## config.mk

```make
export PLATFORM = sky130hd
export DESIGN_NAME = irq_prio_sel
export DESIGN_NICKNAME = d
export VERILOG_FILES = /design/src/rtl/irq_sel_pkg.sv /design/src/rtl/irq_soft_lvl.sv /design/src/rtl/irq_pend_bank.sv /design/src/rtl/irq_arbiter.sv /design/src/rtl/irq_prio_sel.sv
export SDC_FILE = /design/constraint.sdc
export NUM_CORES = 1
export LEC_CHECK = 0
export ABC_CLOCK_PERIOD_IN_PS = 6370
export BUFFER_PORTS_ARGS = -buffer_cell sky130_fd_sc_hd__buf_4
export CORE_UTILIZATION = 52
export CTS_CLUSTER_DIAMETER = 80
export DETAILED_ROUTE_END_ITERATION = 12
export GPL_ROUTABILITY_DRIVEN = 0
export PLACE_DENSITY = 0.84
export RECOVER_POWER = 50
export SETUP_SLACK_MARGIN = 0.02
export SYNTH_ARGS = -nofsm -noshare
export SYNTH_HDL_FRONTEND = slang
export SYNTH_SLANG_ARGS = --single-unit
```

## constraint.sdc

```tcl
create_clock -name clk -period 6.37 [get_ports clk]
set_input_delay 0.637 -clock clk [delete_from_list [all_inputs] [get_ports clk]]
set_output_delay 0.637 -clock clk [all_outputs]
set_load 0.03 [all_outputs]
```

## src/rtl/irq_sel_pkg.sv

```systemverilog
package irq_sel_pkg;

    localparam int NUM_SRC = 7;
    localparam int CODE_W  = 3;

    typedef enum logic [CODE_W-1:0] {
        SRC_TL0  = 3'd0,
        SRC_HTMR = 3'd1,
        SRC_VEC  = 3'd2,
        SRC_CPUQ = 3'd3,
        SRC_DEVQ = 3'd4,
        SRC_RERR = 3'd5,
        SRC_SOFT = 3'd6
    } irq_src_e;

    localparam int IX_TL0  = 0;
    localparam int IX_HTMR = 1;
    localparam int IX_VEC  = 2;
    localparam int IX_CPUQ = 3;
    localparam int IX_DEVQ = 4;
    localparam int IX_RERR = 5;
    localparam int IX_SOFT = 6;

endpackage

```

## src/rtl/irq_soft_lvl.sv

```systemverilog
module irq_soft_lvl #(
    parameter int SOFT_W = 16,
    parameter int LVL_W  = $clog2(SOFT_W)
) (
    input  logic [SOFT_W-1:0] vec,
    output logic [LVL_W-1:0]  lvl
);
    // Highest set bit among 1..SOFT_W-1; bit 0 never counts.
    always_comb begin
        lvl = '0;
        for (int i = 1; i < SOFT_W; i++) begin
            if (vec[i]) lvl = LVL_W'(i);
        end
    end
endmodule

```

## src/rtl/irq_pend_bank.sv

```systemverilog
module irq_pend_bank
    import irq_sel_pkg::*;
#(
    parameter int N_SRC = NUM_SRC,
    parameter int IDX_W = CODE_W
) (
    input  logic             clk,
    input  logic             rst,
    input  logic             post_vld,
    input  logic [IDX_W-1:0] post_idx,
    input  logic [N_SRC-1:0] clr,
    output logic [N_SRC-1:0] pend,
    output logic             post_err
);
    logic             post_ok;
    logic [N_SRC-1:0] set_vec;
    logic [N_SRC-1:0] pend_n;

    assign post_ok  = post_vld && (int'(post_idx) < N_SRC);
    assign post_err = post_vld && !post_ok;

    always_comb begin
        set_vec = '0;
        if (post_ok) set_vec[post_idx] = 1'b1;
    end

    // A post in the same cycle as a clear on that source wins.
    assign pend_n = (pend & ~clr) | set_vec;

    always_ff @(posedge clk) begin
        if (rst) pend <= '0;
        else     pend <= pend_n;
    end

    p_post_sets_r2: assert property (@(posedge clk) disable iff (rst)
        post_ok |=> pend[$past(post_idx)]);

    p_bad_post_inert_r3: assert property (@(posedge clk) disable iff (rst)
        (post_vld && !post_ok && clr == '0) |=> $stable(pend));

    p_clear_onehot_r12: assert property (@(posedge clk) disable iff (rst)
        $onehot0(clr));
endmodule

```

## src/rtl/irq_arbiter.sv

```systemverilog
module irq_arbiter
    import irq_sel_pkg::*;
#(
    parameter int N_SRC   = NUM_SRC,
    parameter int LVL_W   = 4,
    parameter int PIL_W   = 4,
    parameter int TL_W    = 3,
    parameter int VEC_LVL = 6
) (
    input  logic             clk,
    input  logic             rst,
    input  logic [N_SRC-1:0] pend,
    input  logic             take_req,
    input  logic             hpriv,
    input  logic             int_en,
    input  logic             tl0_en,
    input  logic [TL_W-1:0]  trap_lvl,
    input  logic [PIL_W-1:0] pil,
    input  logic [LVL_W-1:0] soft_lvl,
    input  logic             soft_more,
    output logic             grant,
    output irq_src_e         code,
    output logic [N_SRC-1:0] clr
);
    logic found;
    logic soft_low;

    assign soft_low = soft_lvl < LVL_W'(VEC_LVL);

    always_comb begin
        found = 1'b0;
        code  = SRC_TL0;
        if (hpriv) begin
            if (int_en) begin
                if (pend[IX_HTMR]) begin
                    found = 1'b1; code = SRC_HTMR;
                end else if (pend[IX_VEC]) begin
                    found = 1'b1; code = SRC_VEC;
                end
            end
        end else begin
            if (pend[IX_TL0] && tl0_en && trap_lvl == '0) begin
                found = 1'b1; code = SRC_TL0;
            end else if (pend[IX_HTMR]) begin
                found = 1'b1; code = SRC_HTMR;
            end else if (int_en) begin
                if (pend[IX_CPUQ]) begin
                    found = 1'b1; code = SRC_CPUQ;
                end else if (pend[IX_DEVQ]) begin
                    found = 1'b1; code = SRC_DEVQ;
                end else if (pend[IX_SOFT] && soft_low && pend[IX_VEC]) begin
                    found = 1'b1; code = SRC_VEC;
                end else if (pend[IX_SOFT] && (soft_lvl > LVL_W'(pil))) begin
                    found = 1'b1; code = SRC_SOFT;
                end else if (pend[IX_RERR]) begin
                    found = 1'b1; code = SRC_RERR;
                end
            end
        end
    end

    assign grant = take_req && found;

    for (genvar g = 0; g < N_SRC; g++) begin : g_clr
        if (g == IX_SOFT) begin : g_soft
            assign clr[g] = grant && (int'(code) == g) && !soft_more;
        end else begin : g_plain
            assign clr[g] = grant && (int'(code) == g);
        end
    end

    p_hpriv_gate_r5: assert property (@(posedge clk) disable iff (rst)
        (found && hpriv) |-> (int_en && (code == SRC_HTMR || code == SRC_VEC)));

    p_tl0_gate_r6: assert property (@(posedge clk) disable iff (rst)
        (found && code == SRC_TL0) |-> (!hpriv && tl0_en && trap_lvl == '0));

    p_vec_preempt_r10: assert property (@(posedge clk) disable iff (rst)
        (found && !hpriv && code == SRC_VEC) |-> (pend[IX_SOFT] && soft_low));

    p_soft_above_pil_r11: assert property (@(posedge clk) disable iff (rst)
        (found && code == SRC_SOFT) |-> (soft_lvl > LVL_W'(pil)));
endmodule

```

## src/rtl/irq_prio_sel.sv

```systemverilog
module irq_prio_sel
    import irq_sel_pkg::*;
#(
    parameter int SOFT_W  = 16,
    parameter int TL_W    = 3,
    parameter int PIL_W   = 4,
    parameter int VEC_LVL = 6,
    localparam int LVL_W  = $clog2(SOFT_W)
) (
    input  logic              clk,
    input  logic              rst,
    input  logic              post_vld,
    input  logic [CODE_W-1:0] post_idx,
    input  logic              take_req,
    input  logic              hpriv,
    input  logic              int_en,
    input  logic              tl0_en,
    input  logic [TL_W-1:0]   trap_lvl,
    input  logic [PIL_W-1:0]  pil,
    input  logic [SOFT_W-1:0] soft_reg,
    output logic              any_pend,
    output logic              post_err,
    output logic              take_vld,
    output logic [CODE_W-1:0] take_code,
    output logic [LVL_W-1:0]  take_lvl
);
    logic [NUM_SRC-1:0] pend;
    logic [NUM_SRC-1:0] clr;
    logic [LVL_W-1:0]   soft_lvl;
    logic [LVL_W-1:0]   rest_lvl;
    logic [SOFT_W-1:0]  soft_rest;
    logic               grant;
    irq_src_e           code;

    irq_soft_lvl #(.SOFT_W(SOFT_W), .LVL_W(LVL_W)) i_lvl_now (
        .vec (soft_reg),
        .lvl (soft_lvl)
    );

    assign soft_rest = soft_reg & ~(SOFT_W'(1) << soft_lvl);

    irq_soft_lvl #(.SOFT_W(SOFT_W), .LVL_W(LVL_W)) i_lvl_rest (
        .vec (soft_rest),
        .lvl (rest_lvl)
    );

    irq_pend_bank #(.N_SRC(NUM_SRC), .IDX_W(CODE_W)) i_bank (
        .clk      (clk),
        .rst      (rst),
        .post_vld (post_vld),
        .post_idx (post_idx),
        .clr      (clr),
        .pend     (pend),
        .post_err (post_err)
    );

    irq_arbiter #(
        .N_SRC   (NUM_SRC),
        .LVL_W   (LVL_W),
        .PIL_W   (PIL_W),
        .TL_W    (TL_W),
        .VEC_LVL (VEC_LVL)
    ) i_arb (
        .clk       (clk),
        .rst       (rst),
        .pend      (pend),
        .take_req  (take_req),
        .hpriv     (hpriv),
        .int_en    (int_en),
        .tl0_en    (tl0_en),
        .trap_lvl  (trap_lvl),
        .pil       (pil),
        .soft_lvl  (soft_lvl),
        .soft_more (rest_lvl != '0),
        .grant     (grant),
        .code      (code),
        .clr       (clr)
    );

    assign any_pend  = |pend;
    assign take_vld  = grant;
    assign take_code = grant ? code : '0;
    assign take_lvl  = (grant && code == SRC_SOFT) ? soft_lvl : '0;

    p_soft_lvl_top_r9: assert property (@(posedge clk) disable iff (rst)
        (soft_lvl != '0) |-> soft_reg[soft_lvl]);

    p_soft_lvl_none_r9: assert property (@(posedge clk) disable iff (rst)
        (soft_lvl == '0) |-> (soft_reg[SOFT_W-1:1] == '0));

    p_take_gated_r14: assert property (@(posedge clk) disable iff (rst)
        take_vld |-> (take_req && any_pend));
endmodule

```

==> parameters.txt <==
Parameter                              Value

Outcome
  Run status ... finished, final reports clean

Clocking
  Clock tree from TritonCTS ... built
  Source-to-sink clock delay at the later pin of the worst-skew pair ... around 0.26 ns
  Number of setup buffers added after CTS ... 0
  Clock root buffer ... sky130_fd_sc_hd__clkbuf_4
  Quantity of gates resized following cts ... 0
  Total CTS buffers ... 3
  Clk buf depth ... 2
  Clock transition time at the flip-flop clock pins of the worst setup and hold paths ... about 0.05 ns
  Total number of clock tree sinks ... 7
  H-tree depth reported by CTS ... 1
  Hold bufs inserted after CTS ... 0

Yosys
  Total standard cell area after synthesis ... 1050 um^2
  Proportion of synthesized chip area in sequential cells ... 0.133
  Flip-flop cell with the highest count after synthesis ... sky130_fd_sc_hd__dfxtp_1
  Post-synthesis sequential element count ... 7
  Number of synthesized flops with an enable pin ... 0
  Async SR Flop Fraction ... 0
  Number of library cell types mapped by synthesis ... 52
  Synthesized area divided by synthesized cell count ... 7.08 um^2
  Synthesized net count ... 186
  Number of cells produced by synthesis ... approximately 150
  Yosys Warn Count ... 0

Critical path
  Type of element capturing the critical path ... output pin
  Cell repeated most along the worst path ... sky130_fd_sc_hd__nor2_1
  Worst setup path class ... in -> out
  CP bufs+invs ... 3
  Critical path's slowest cell ... sky130_fd_sc_hd__or4_1
  Worst-path maximum fanout ... 8
  WP data arrival ... 4.24 ns
  CP Data Required Time ... 5.73 ns
  Worst path cell trace ... clkbuf_1, nor2_1, a221oi_1, o41ai_1, o21ba_2, nor2_1, nor2_1, ha_1, nor2b_1, o211ai_1, a21oi_1, or4_1, o2111ai_1, inv_1, nand4b_4, and2b_2, buf_4
  Category of cells accounting for the largest share of critical-path delay ... compound AO/OA/AOI/OAI gates
  Largest stage delay, worst path ... around 0.56 ns
  Type of origin of the critical path ... input port

Placed design
  Detailed-placement wirelength estimate ... between 2000 and 3000 um
  Pre-CTS worst setup slack ... 1.74 ns
  Cells after DPL ... 214
  Placed instance area ... between 1000 and 1500 um^2
  Port-buffer cells ... just over 40

STA
  Largest clock skew in the final design ... 0.00597 ns
  Max Freq ... 205 MHz
  RSZ-0062 raised after global routing ... false
  Summed negative setup slack over all endpoints ... 0 ns
  Fin. Hold Viols ... 0
  Final Critical Period ... 4.88 ns
  Final WS setup ... 1.49 ns
  Number of max-slew violations in the final report ... 0
  Worst slew margin relative to its limit ... 0.589
  Actual transition at the worst max-transition pin ... 0.608 ns
  Worst-case hold slack ... 0.522 ns
  Part of the cycle the worst path needs ... 0.766
  Final-report setup violation count ... 0

Layout
  Number of flip-flops in the largest register ... 7
  Area of the multi-input gates ... approximately 850 um^2
  Share of the core filled with cells in the final layout ... 0.766
  Non-filler instance count after layout ... 218
  Most flops, register ... i_bank.pend
  Filler cells ... 158
  Post-layout instance area ... 1400 um^2
  Share of final-layout standard cells stronger than drive strength 1 ... 0.295
  Final layout net count ... 231
  Sequential cell area ... 140 um^2
  Largest registers ... i_bank.pend (7)
  Ant. Diodes ... 0
  Area added between synthesis and finish ... 32.3%

Floorplanning
  FP Rows ... 15
  Core box area ... approximately 1800 um^2
  Chip width ... 47.0 um
  Die Y-Extent ... 47.0 um
  Effective utilization at floorplan ... 0.579
  Die Area ... 2210 um^2
  IO Count ... 43

GRT
  Largest net degree at the start of global routing ... 10
  Number of antenna violations at the first check in global routing ... 0
  All-Layer GR Usage ... 0.298
  Wire length of the first global-routing pass ... about 4700 um
  Congestion Overflow GR ... 0
  Vias in the first global route ... 1,114

Run
  # Max-Cap Violations ... 0

Route
  Average via count per standard cell ... 6.11
  Number of design-rule violations left by the first detailed-router iteration ... 52
  Sum of met3 wire segment lengths after detailed routing ... 191 um
  Detailed-route wire length ... 3100 um
  Total number of vias ... 1,331
  Number of DRC violations after detailed routing ... 0
  Final antenna-violating net count ... 0
  Met1 routed wirelength after detailed routing ... 1410 um
  Routed wire length on met2 ... 1480 um
  Top metal layer carrying routed signals ... met4
  Routed wire per std cell ... 14.2 um
  1st-pass router iterations ... 4

Power and ir drop
  VDD IR-drop max ... 113 uV
  Leakage power of the design ... 0.642 nW
  Overall power ... between 0.15 and 0.2 mW
  Power density normalized to cell area ... ~110 nW/um^2

Min path
  Hold Crit Class ... reg -> reg
==> power by group <==
group / internal (mW) / switching (mW)
Combinational: 0.0285 / 0.0338
Sequential: 0.0454 / 0.00197
Clock: 0.0240 / 0.0173
Total: 0.0979 / 0.0531
==> routing by layer <==
layer / vias to the layer above / GRT usage
li1: 650 / -
met1: 611 / 0.401
met2: 65 / 0.508
met4: 0 / 0.0743
met3: 5 / 0.0308
met5: - / 0
==> Yosys cell counts, types with 3 or more instances <==
master                      n  area share
sky130_fd_sc_hd__dfxtp_1    7        0.13
sky130_fd_sc_hd__inv_1     10       0.036
sky130_fd_sc_hd__nand2_1   11       0.039
sky130_fd_sc_hd__o41ai_1    4       0.033
sky130_fd_sc_hd__ha_1       4       0.047
sky130_fd_sc_hd__a21oi_1   10       0.047
sky130_fd_sc_hd__nor2b_1    4       0.024
sky130_fd_sc_hd__nor2_1    28        0.10
sky130_fd_sc_hd__nor3_1     5       0.024
sky130_fd_sc_hd__or4_1      4       0.028
sky130_fd_sc_hd__a31oi_1    3       0.018
sky130_fd_sc_hd__o21ai_0    8       0.038
sky130_fd_sc_hd__nand2b_1   5       0.030
==> cell families after synthesis <==
kind of cell             synth area share
adder cells (fa/ha/maj)            0.0569
multiplexers                      0.00949
flip-flops                          0.133
AND/OR/NAND/NOR                     0.416
AO/OA/AOI/OAI                       0.332
buffers and inverters              0.0522
==> cell type report <==
| type | count | share of cell area |
|---|---|---|
| well taps | 25 | 0.0224 |
| flip-flops and latches | 7 | 0.100 |
| clock buffers | 4 | 0.0188 |
| inverters | 12 | 0.0341 |
| repair buffers | 41 | 0.213 |
| multi-input cells | 129 | 0.612 |
==> final timing paths <==
check | start | endpoint | slack [ns] | depth (start not counted)
hold reg to reg | i_bank.pend[5]$_SDFF_PP0_ | i_bank.pend[5]$_SDFF_PP0_ | 0.52 | 2
setup reg to reg | i_bank.pend[4]$_SDFF_PP0_ | i_bank.pend[0]$_SDFF_PP0_ | 4.03 | 7
setup / recovery | soft_reg[5] | take_lvl[1] | 1.49 | 17
hold / removal | i_bank.pend[5]$_SDFF_PP0_ | i_bank.pend[5]$_SDFF_PP0_ | 0.52 | 2
==> cells in the final DEF (no fill, tap or decap), types with 2 or more instances in the layout <==
cell                       synthesis  layout
sky130_fd_sc_hd__or4_1             4       4
sky130_fd_sc_hd__dfxtp_1           7       7
sky130_fd_sc_hd__nand4b_1          2       2
sky130_fd_sc_hd__o211ai_1          2       2
sky130_fd_sc_hd__clkbuf_1          0       4
sky130_fd_sc_hd__nand2_1          11      11
sky130_fd_sc_hd__nor3_1            5       5
sky130_fd_sc_hd__nor4_1            2       2
sky130_fd_sc_hd__o41ai_1           4       4
sky130_fd_sc_hd__or2_2             2       2
sky130_fd_sc_hd__nor2_1           28      28
sky130_fd_sc_hd__clkbuf_4          0       3
sky130_fd_sc_hd__o21bai_1          2       2
sky130_fd_sc_hd__a21oi_1          10      10
sky130_fd_sc_hd__inv_1            10      11
sky130_fd_sc_hd__buf_4             1      38
sky130_fd_sc_hd__o31ai_1           2       2
sky130_fd_sc_hd__a31oi_1           3       3
sky130_fd_sc_hd__o21ai_0           8       8
sky130_fd_sc_hd__or4_4             2       2
sky130_fd_sc_hd__ha_1              4       4
sky130_fd_sc_hd__nor2b_1           4       4
sky130_fd_sc_hd__nand2b_1          5       5
==> worst min-delay path: stages (launching register included) <==
cell,delay [ns]
sky130_fd_sc_hd__dfxtp_1,0.33
sky130_fd_sc_hd__o21ai_0,0.08
sky130_fd_sc_hd__a21oi_1,0.06
Power figures use the tool's default switching activity.
